==> config.mk <==
export PLATFORM = sky130hd
export DESIGN_NAME = wdog_rst_ctrl
export DESIGN_NICKNAME = d
export VERILOG_FILES = /design/src/rtl/wdr_pkg.sv /design/src/rtl/wdr_decode.sv /design/src/rtl/wdr_countdown.sv /design/src/rtl/wdr_pulse.sv /design/src/rtl/wdog_rst_ctrl.sv
export SDC_FILE = /design/constraint.sdc
export NUM_CORES = 1
export LEC_CHECK = 0
export BUFFER_PORTS_ARGS = -buffer_cell sky130_fd_sc_hd__clkbuf_2
export CAP_MARGIN = 10
export CORE_MARGIN = 5
export CORE_UTILIZATION = 38
export CTS_CLUSTER_SIZE = 10
export DETAILED_ROUTE_END_ITERATION = 10
export PLACE_DENSITY = 0.73
export SLEW_MARGIN = 15
export SYNTH_ARGS = -nofsm -noshare
export SYNTH_HDL_FRONTEND = slang
export SYNTH_SLANG_ARGS = --single-unit
==> constraint.sdc <==
create_clock -name clk -period 5.64 [get_ports clk]
set_input_delay 1.128 -clock clk [delete_from_list [all_inputs] [get_ports clk]]
set_output_delay 1.128 -clock clk [all_outputs]
set_load 0.01 [all_outputs]
==> src/rtl/wdr_pkg.sv <==
package wdr_pkg;
    localparam int ADDR_W   = 8;
    localparam int DATA_W   = 32;
    localparam int CNT_W    = 20;
    localparam int STAT_W   = 12;

    localparam logic [ADDR_W-1:0] OFS_CTRL = 8'h1C;
    localparam logic [ADDR_W-1:0] OFS_STAT = 8'h20;
    localparam logic [ADDR_W-1:0] OFS_TMO  = 8'h24;
    localparam logic [7:0]        UNLOCK   = 8'h5A;

    localparam logic [1:0] CFG_OFF  = 2'b00;
    localparam logic [1:0] CFG_FULL = 2'b10;
    localparam int         CAUSE_BIT = 5;

    typedef enum logic [1:0] {SEL_NONE, SEL_CTRL, SEL_STAT, SEL_TMO} sel_e;

    typedef struct packed {
        logic [1:0]        cfg;
        logic [STAT_W-1:0] stat;
    } ctl_t;
endpackage

==> src/rtl/wdr_decode.sv <==
module wdr_decode
    import wdr_pkg::*;
(
    input  logic              bus_valid,
    input  logic              bus_write,
    input  logic [ADDR_W-1:0] bus_addr,
    input  logic [7:0]        key_byte,
    output sel_e              sel,
    output logic              wr_ctrl,
    output logic              wr_stat,
    output logic              wr_tmo
);
    logic accept;

    always_comb begin
        unique case (bus_addr)
            OFS_CTRL: sel = SEL_CTRL;
            OFS_STAT: sel = SEL_STAT;
            OFS_TMO:  sel = SEL_TMO;
            default:  sel = SEL_NONE;
        endcase
        accept  = bus_valid && bus_write && (key_byte == UNLOCK);
        wr_ctrl = accept && (sel == SEL_CTRL);
        wr_stat = accept && (sel == SEL_STAT);
        wr_tmo  = accept && (sel == SEL_TMO);
    end
endmodule

==> src/rtl/wdr_countdown.sv <==
module wdr_countdown
    import wdr_pkg::*;
#(
    parameter int W = CNT_W
)(
    input  logic         clk,
    input  logic         rst_n,
    input  logic         tick,
    input  logic         run,
    input  logic         armed,
    input  logic         load,
    input  logic [W-1:0] load_val,
    output logic [W-1:0] cnt,
    output logic         expire
);
    typedef struct packed {
        logic [W-1:0] cnt;
    } cd_t;

    cd_t cd_d, cd_q;

    always_comb begin
        cd_d   = cd_q;
        expire = 1'b0;
        if (load) begin
            cd_d.cnt = load_val;
        end else begin
            if (run && tick && (cd_q.cnt != '0))
                cd_d.cnt = cd_q.cnt - 1'b1;
            expire = armed && tick && (cd_q.cnt <= W'(1));
        end
    end

    always_ff @(posedge clk or negedge rst_n) begin
        if (!rst_n) cd_q <= '0;
        else        cd_q <= cd_d;
    end

    assign cnt = cd_q.cnt;
endmodule

==> src/rtl/wdr_pulse.sv <==
module wdr_pulse #(
    parameter int LEN = 16
)(
    input  logic clk,
    input  logic rst_n,
    input  logic fire,
    output logic active
);
    localparam int PW = $clog2(LEN + 1);

    typedef struct packed {
        logic [PW-1:0] left;
    } pl_t;

    pl_t pl_d, pl_q;

    always_comb begin
        pl_d = pl_q;
        if (fire)
            pl_d.left = PW'(LEN);
        else if (pl_q.left != '0)
            pl_d.left = pl_q.left - 1'b1;
    end

    always_ff @(posedge clk or negedge rst_n) begin
        if (!rst_n) pl_q <= '0;
        else        pl_q <= pl_d;
    end

    assign active = (pl_q.left != '0);
endmodule

==> src/rtl/wdog_rst_ctrl.sv <==
module wdog_rst_ctrl
    import wdr_pkg::*;
#(
    parameter int RST_PULSE = 16
)(
    input  logic        clk,
    input  logic        rst_n,
    input  logic        tick_en,
    input  logic        bus_valid,
    input  logic        bus_write,
    input  logic [7:0]  bus_addr,
    input  logic [31:0] bus_wdata,
    output logic [31:0] bus_rdata,
    output logic        reset_req
);
    sel_e             sel;
    logic             wr_ctrl, wr_stat, wr_tmo;
    logic             expire;
    logic [CNT_W-1:0] tmo_cnt;
    ctl_t             ctl_d, ctl_q;
    logic [1:0]       cfg_now;
    logic [STAT_W-1:0] stat_now;
    logic             unused_wdata;

    assign unused_wdata = ^bus_wdata[23:20];

    wdr_decode u_dec (
        .bus_valid (bus_valid),
        .bus_write (bus_write),
        .bus_addr  (bus_addr),
        .key_byte  (bus_wdata[31:24]),
        .sel       (sel),
        .wr_ctrl   (wr_ctrl),
        .wr_stat   (wr_stat),
        .wr_tmo    (wr_tmo)
    );

    wdr_countdown #(.W(CNT_W)) u_cnt (
        .clk      (clk),
        .rst_n    (rst_n),
        .tick     (tick_en),
        .run      (ctl_q.cfg[1]),
        .armed    (ctl_q.cfg == CFG_FULL),
        .load     (wr_tmo),
        .load_val (bus_wdata[CNT_W-1:0]),
        .cnt      (tmo_cnt),
        .expire   (expire)
    );

    wdr_pulse #(.LEN(RST_PULSE)) u_pulse (
        .clk    (clk),
        .rst_n  (rst_n),
        .fire   (expire),
        .active (reset_req)
    );

    always_comb begin
        ctl_d = ctl_q;
        if (expire) begin
            ctl_d.cfg             = CFG_OFF;
            ctl_d.stat[CAUSE_BIT] = 1'b1;
        end
        if (wr_ctrl) ctl_d.cfg  = bus_wdata[5:4];
        if (wr_stat) ctl_d.stat = bus_wdata[STAT_W-1:0];
    end

    always_ff @(posedge clk or negedge rst_n) begin
        if (!rst_n) ctl_q <= '0;
        else        ctl_q <= ctl_d;
    end

    assign cfg_now  = ctl_q.cfg;
    assign stat_now = ctl_q.stat;

    always_comb begin
        bus_rdata = '0;
        if (bus_valid && !bus_write) begin
            unique case (sel)
                SEL_CTRL: bus_rdata[5:4]          = ctl_q.cfg;
                SEL_STAT: bus_rdata[STAT_W-1:0]   = ctl_q.stat;
                SEL_TMO:  bus_rdata[CNT_W-1:0]    = tmo_cnt;
                default:  bus_rdata               = '0;
            endcase
        end
    end
endmodule

==> results of run 1 <==
## synthesized netlist by cell type (2+ instances only)
cell,instances
nor2_1,43
dfrtp_1,39
a21oi_1,24
xnor2_1,18
buf_4,12
nand2_1,12
a22oi_1,11
and3_1,10
inv_1,9
mux2_1,8
clkbuf_1,7
nor3_1,7
nor4_1,6
ha_1,5
nand4_1,5
mux2_2,4
buf_2,3
nor2b_1,3
nor3b_1,3
or2_2,3
or3_1,3
a31oi_1,2
and2_1,2
buf_1,2
nand3b_1,2
nand4b_1,2
nor4b_1,2
o211ai_1,2
o21ai_0,2
o31ai_1,2
or4_1,2
## registers in the layout, summed over array words and instances (netlist names)
name / count
cfg_now: 2
stat_now: 12
u_cnt.cnt: 20
u_pulse.pl_q: 5
## final cells by class
cell class / count / area (µm²)
Inverter: 9 / 33.78
Sequential cell: 39 / 975.9
Tap cell: 77 / 96.34
Multi-Input combinational cell: 216 / 1391
Clock buffer: 8 / 100.1
Timing Repair Buffer: 62 / 312.8
Fill cell: 651 / 3476
## path summary, 6_finish.rpt
kind | end | slack [ps] | cells past startpoint
worst max register to register | u_cnt.cnt[1]$_DFFE_PN0P_ | 3160 | 5
worst min-delay path | stat_now[11]$_DFFE_PN0P_ | 490 | 2
max in group asynchronous | stat_now[5]$_DFFE_PN0P_ | 4020 | 1
worst min register to register | stat_now[11]$_DFFE_PN0P_ | 490 | 2
worst max-delay path | bus_rdata[5] | 1580 | 6
min in group asynchronous | u_pulse.pl_q[2]$_DFFE_PN0P_ | 980 | 1
## per-layer routing
layer,up-vias,GRT usage,part of all wire
met4,0,0.05501,0.017
met3,10,0.03554,0.062
met5,-,0,0
met2,63,0.2494,0.47
met1,1068,0.2022,0.46
li1,1079,-,-
## through the flow
step	total power, mW	worst slack, ps	utilization	hold slack [ps]
floorplan	0.7951	2091	-	450.7
global placement	0.8726	1613	0.4400	462.1
detailed placement	0.8940	1544	0.4400	482.9
CTS	1.106	1532	0.4557	500.3
global route	1.192	1302	0.4557	528.3
finish	1.103	1577	0.4557	490.7
## cells by family after synthesis
kind of cell	count (synthesis)
adder cells (fa/ha/maj)	5
AND/OR/NAND/NOR	116
buffers and inverters	34
flip-flops	39
other	1
AO/OA/AOI/OAI	53
XOR/XNOR	18
multiplexers	12
## worst max-delay path: stages
cell and delay (ps):
clkbuf_2 80, nor4_1 460, and3_1 750, a222oi_1 250, nor2_1 130, clkbuf_2 140
## power breakdown
group | switching (mW) | internal, mW | leakage (nW) | total [mW]
Sequential | 0.125 | 0.372 | 0.505 | 0.496
Clock | 0.0980 | 0.112 | 0.0515 | 0.210
Combinational | 0.206 | 0.191 | 0.825 | 0.397
==> impl_metrics.py, run 1 <==
metrics = {
    "run_status": {
        "status": "finished, final reports clean",
    },
    "synth": {
        "synth_top_family_by_area": "simple AND/OR/NAND/NOR gates",
        "syn_area_um2": 2510,
        "async_flop_share": 1.000,
        "synth_area_leaders": "dfrtp_1, nor2_1, xnor2_1",
        "synth_compound_area_frac": 0.1381,
        "ys_seq_elements": 39,
        "ys_types": 54,
        "syn_inst": 278,
        "syn_avg_cell_area_um2": 9.028,
        "synth_ff_type": "dfrtp_1",
        "synthMuxAreaShare": 0.05384,
        "synth_edf_count": 0,
        "ys_seq_area_frac": 0.3888,
        "synth_top_cell_by_area": "dfrtp_1",
        "synthXorXnorAreaFrac": 0.06281,
        "synth_top_area_share": 0.3888,
        "yosysWarnings": 0,
        "synthAdderAreaFrac": 0.02493,
        "yosys.area_share.simple": 0.2567,
    },
    "layout": {
        "design_area_um2": 2910,
        "layout_commonest_cell": "clkbuf_2",
        "final_layout_size_suffix_gt1_frac": 0.2485,
        "antenna_cells": 0,
        "nets": 383,
        "mostFrequentLayoutCells": "clkbuf_2, nor2_1, dfrtp_1",
        "syn2layout_area_growth_pct": 15.95,
        "instances_no_fill": 411,
    },
    "floorplanning": {
        "die_w_um": 91.27,
        "ioPinCount": 78,
        "start_util": 0.3930,
        "dieArea_um2": 8330,
        "design.core.area_um2": 6386,
        "die_h_um": 91.27,
        "rows": 29,
    },
    "clocking": {
        "postCtsSetupBuffers": 0,
        "cts_resized": 0,
        "cts_sinks": 39,
        "clk_latency_ps": 290,
        "cts_tree": "yes",
        "cts_hold_buffers": 0,
        "root_buffer": "clkbuf_8",
        "cts_buffers": 5,
        "htreeDepth": 2,
        "clk_path_buf_depth": 2,
        "clk_pin_slew_ps": 70,
    },
    "placement": {
        "portBuffers": 61,
        "placed_area_um2": 2810,
        "dpl.cell_count": 403,
        "dp_hpwl_um": 4603,
        "routabilityCongestion": 0.8409,
    },
    "detailed_routing": {
        "routedWlPerCell_um": 15.21,
        "drc": 0,
        "drt-initial-drc-count": 139,
        "firstDrtPassIters": 4,
        "vias": 2220,
        "drtAntennaViolNets": 0,
        "wirelength_um": 6252,
        "vias_per_cell": 5.401,
    },
    "setup_path": {
        "path_class": "input port to output pin",
        "rr_startpoint": "u_cnt.cnt[7]$_DFFE_PN0P_",
        "start_kind": "input port",
        "worstPathArrival_ps": 2940,
        "crit_path_end_kind": "output pin",
        "startpoint": "bus_addr[1]",
        "cp.required_ps": 4510,
        "crit_fanout": 20,
    },
    "worst_hold_path": {
        "hold_start": "stat_now[11]$_DFFE_PN0P_",
        "hold_path.class": "flop to flop",
    },
    "sta": {
        "rsz0062_at_grt": "false",
        "period_minus_slack_ps": 4063,
        "finalSetupTns_ps": 0,
        "setup_violations": 0,
        "finalClockSkew_ps": 2.306,
        "finalHoldViolCount": 0,
        "tightest_slew_ps": 1009,
        "drv_slew": 0,
        "fmax_ghz": 0.2461,
        "min_period_over_period": 0.7205,
        "maxSlewHeadroom": 0.3275,
    },
    "global_routing": {
        "antenna_found_initial": 0,
        "grt.total_usage": 0.1543,
        "grt_max_degree": 42,
        "grt_pass1_wl_um": 10650,
        "globalRouteOverflowTotal": 0,
        "grt_pass1_vias": 2288,
    },
    "power_and_ir_drop": {
        "p_per_area_nw_per_um2": 379.0,
        "p_leak_nw": 1.382,
        "ir_drop_v": 0.0001648,
    },
    "flow_run": {
        "cap_violations": 0,
    },
}
Power figures use the tool's default switching activity.
==> inputs of run 2 (changes only) <==
PLACE_DENSITY = 0.76   (was 0.73)
clock period = 3.6 ns   (was 5.64 ns; I/O delays follow)
==> run 2 against run 1 <==
  * Critical path depth is the same
  * Sequential cell count stayed put
  * Clock power up 37%
  * Worst hold slack hardly changed
  * Setup slack worse by 1000 ps
  * First-iteration DRC count is 7.2% lower
  * Count of clock-buffer cells in the layout fell by 1
  * Critical path type unchanged
  * Largest power group unchanged
==> impl_metrics.py, run 2 (same netlist as run 1, synthesis figures left out) <==
metrics = {
    "setup_path": {
        "crit_chain": "clkbuf_2 -> nor4_1 -> and3b_1 -> a22oi_1 -> nor2_1 -> clkbuf_2",
        "cp.required_ps": 2880,
        "path_class": "input port to output pin",
        "crit_slowest_cell": "and3b_1",
        "cp_common_cell": "clkbuf_2",
        "cpPeakStageDelay_ps": 600,
        "worstPathArrival_ps": 2340,
        "crit_path_end_kind": "output pin",
        "start_kind": "input port",
        "crit_fanout": 12,
    },
    "sta": {
        "finalHoldViolCount": 0,
        "drv_slew": 0,
        "maxSlewHeadroom": 0.3455,
        "fmax_ghz": 0.3269,
        "finalClockSkew_ps": 6.370,
        "finalSetupTns_ps": 0,
        "min_period_over_period": 0.8497,
        "tightest_slew_ps": 981.7,
        "setup_violations": 0,
        "period_minus_slack_ps": 3059,
        "hold_slack_ps": 491.0,
        "rsz0062_at_grt": "false",
        "finalWorstSetupSlack_ps": 541.0,
    },
    "layout": {
        "nets": 385,
        "fillers": 638,
        "instances_no_fill": 413,
        "multi_input_area_um2": 1391,
        "mostFrequentLayoutCells": "clkbuf_2, nor2_1, dfrtp_1",
        "final_layout_size_suffix_gt1_frac": 0.2500,
        "layout_commonest_cell": "clkbuf_2",
        "antenna_cells": 0,
        "regArea_um2": 975.9,
        "syn2layout_area_growth_pct": 15.80,
        "top_register": "u_cnt.cnt",
        "design_area_um2": 2907,
        "largest_register_ffs": 20,
    },
    "detailed_routing": {
        "firstDrtPassIters": 4,
        "drtAntennaViolNets": 0,
        "drt-initial-drc-count": 129,
        "vias_per_cell": 5.346,
        "drc": 0,
        "routedWlPerCell_um": 15.00,
        "vias": 2208,
        "wirelength_um": 6194,
    },
    "global_routing": {
        "globalRouteOverflowTotal": 0,
        "grt_max_degree": 41,
        "use_met1": 0.2028,
        "grt_pass1_wl_um": 10640,
        "busiest_layer": "met2",
        "antenna_found_initial": 0,
        "grt.total_usage": 0.1552,
        "use_met2": 0.2500,
        "met3_usage": 0.04050,
        "grt_pass1_vias": 2174,
    },
    "power_and_ir_drop": {
        "ir_drop_v": 0.0003337,
        "p_leak_nw": 1.383,
        "p_per_area_nw_per_um2": 582.3,
        "power_frac_clock": 0.169,
        "intPower_mw": 1.016,
        "seq_power_share": 0.464,
        "switching_share": 0.3994,
        "power_frac_comb": 0.367,
        "p_switching_mw": 0.6760,
    },
    "placement": {
        "routabilityCongestion": 0.8413,
        "dpl_worst_slack_ps": 549.5,
        "dpl.cell_count": 405,
        "placed_area_um2": 2825,
        "dp_hpwl_um": 4629,
        "portBuffers": 61,
    },
    "floorplanning": {
        "die_h_um": 91.27,
        "rows": 29,
        "dieArea_um2": 8330,
        "start_util": 0.3930,
        "ioPinCount": 78,
        "design.core.area_um2": 6386,
        "die_w_um": 91.27,
    },
    "clocking": {
        "cts_sinks": 39,
        "clk_pin_slew_ps": 70,
        "cts_buffers": 5,
        "postCtsSetupBuffers": 0,
        "cts_resized": 0,
        "htreeDepth": 2,
        "cts_hold_buffers": 0,
        "root_buffer": "clkbuf_8",
        "cts_tree": "yes",
        "clk_latency_ps": 300,
        "clk_path_buf_depth": 2,
    },
    "flow_run": {
        "cap_violations": 0,
    },
    "run_status": {
        "status": "finished, final reports clean",
    },
    "worst_hold_path": {
        "hold_path.class": "flop to flop",
    },
}
[run 2: cell count changes in the layout (fill, tap and decap cells not counted)]
cell	delta
buf_4	+2
clkbuf_1	+1
clkbuf_8	-2
clkinv_2	+1
[run 2: power by group through the flow]
stage / combinational [mW] / sequential, mW / clock, mW
4_1_cts: 0.620 / 0.779 / 0.299
3_3_place_gp: 0.589 / 0.777 / 0
2_1_floorplan: 0.526 / 0.720 / 0
6_report: 0.621 / 0.784 / 0.287
3_5_place_dp: 0.615 / 0.788 / 0
5_1_grt: 0.699 / 0.806 / 0.323
[run 2: area by class of cell]
cell class	count	share of cell area
clock inverters	1	0.001722
inverters	9	0.01162
well taps	77	0.03315
flip-flops and latches	39	0.3358
clock buffers	7	0.02626
multi-input cells	216	0.4787
repair buffers	64	0.1128
[run 2: metrics by stage]
| step | utilization | power [mW] |
|---|---|---|
| 2_1_floorplan | - | 1.246 |
| 3_3_place_gp | 0.4424 | 1.366 |
| 3_5_place_dp | 0.4424 | 1.403 |
| 4_1_cts | 0.4551 | 1.698 |
| 5_1_grt | 0.4551 | 1.828 |
| 6_report | 0.4551 | 1.692 |
[run 2: path summary, 6_finish.rpt]
check	end	depth (start not counted)	start	slack, ps
worst min register to register	stat_now[11]$_DFFE_PN0P_	2	stat_now[11]$_DFFE_PN0P_	490
worst max register to register	u_cnt.cnt[1]$_DFFE_PN0P_	5	u_cnt.cnt[6]$_DFFE_PN0P_	1140
min in group asynchronous	u_pulse.pl_q[2]$_DFFE_PN0P_	1	rst_n	570
worst min-delay path	stat_now[11]$_DFFE_PN0P_	2	stat_now[11]$_DFFE_PN0P_	490
worst max-delay path	bus_rdata[2]	6	bus_addr[1]	540
max in group asynchronous	stat_now[11]$_DFFE_PN0P_	1	rst_n	2420
[run 2: metal layers]
layer,part of all wire,vias up
met2,0.47,88
met1,0.44,1033
met3,0.075,8
li1,-,1079
met4,0.014,0
met5,0,-
[run 2: worst max-delay path, delay by kind of cell]
kind | cells | cell delay [ps]
AO/OA/AOI/OAI | 1 | 140
AND/OR/NAND/NOR | 3 | 1240
buffers and inverters | 2 | 240
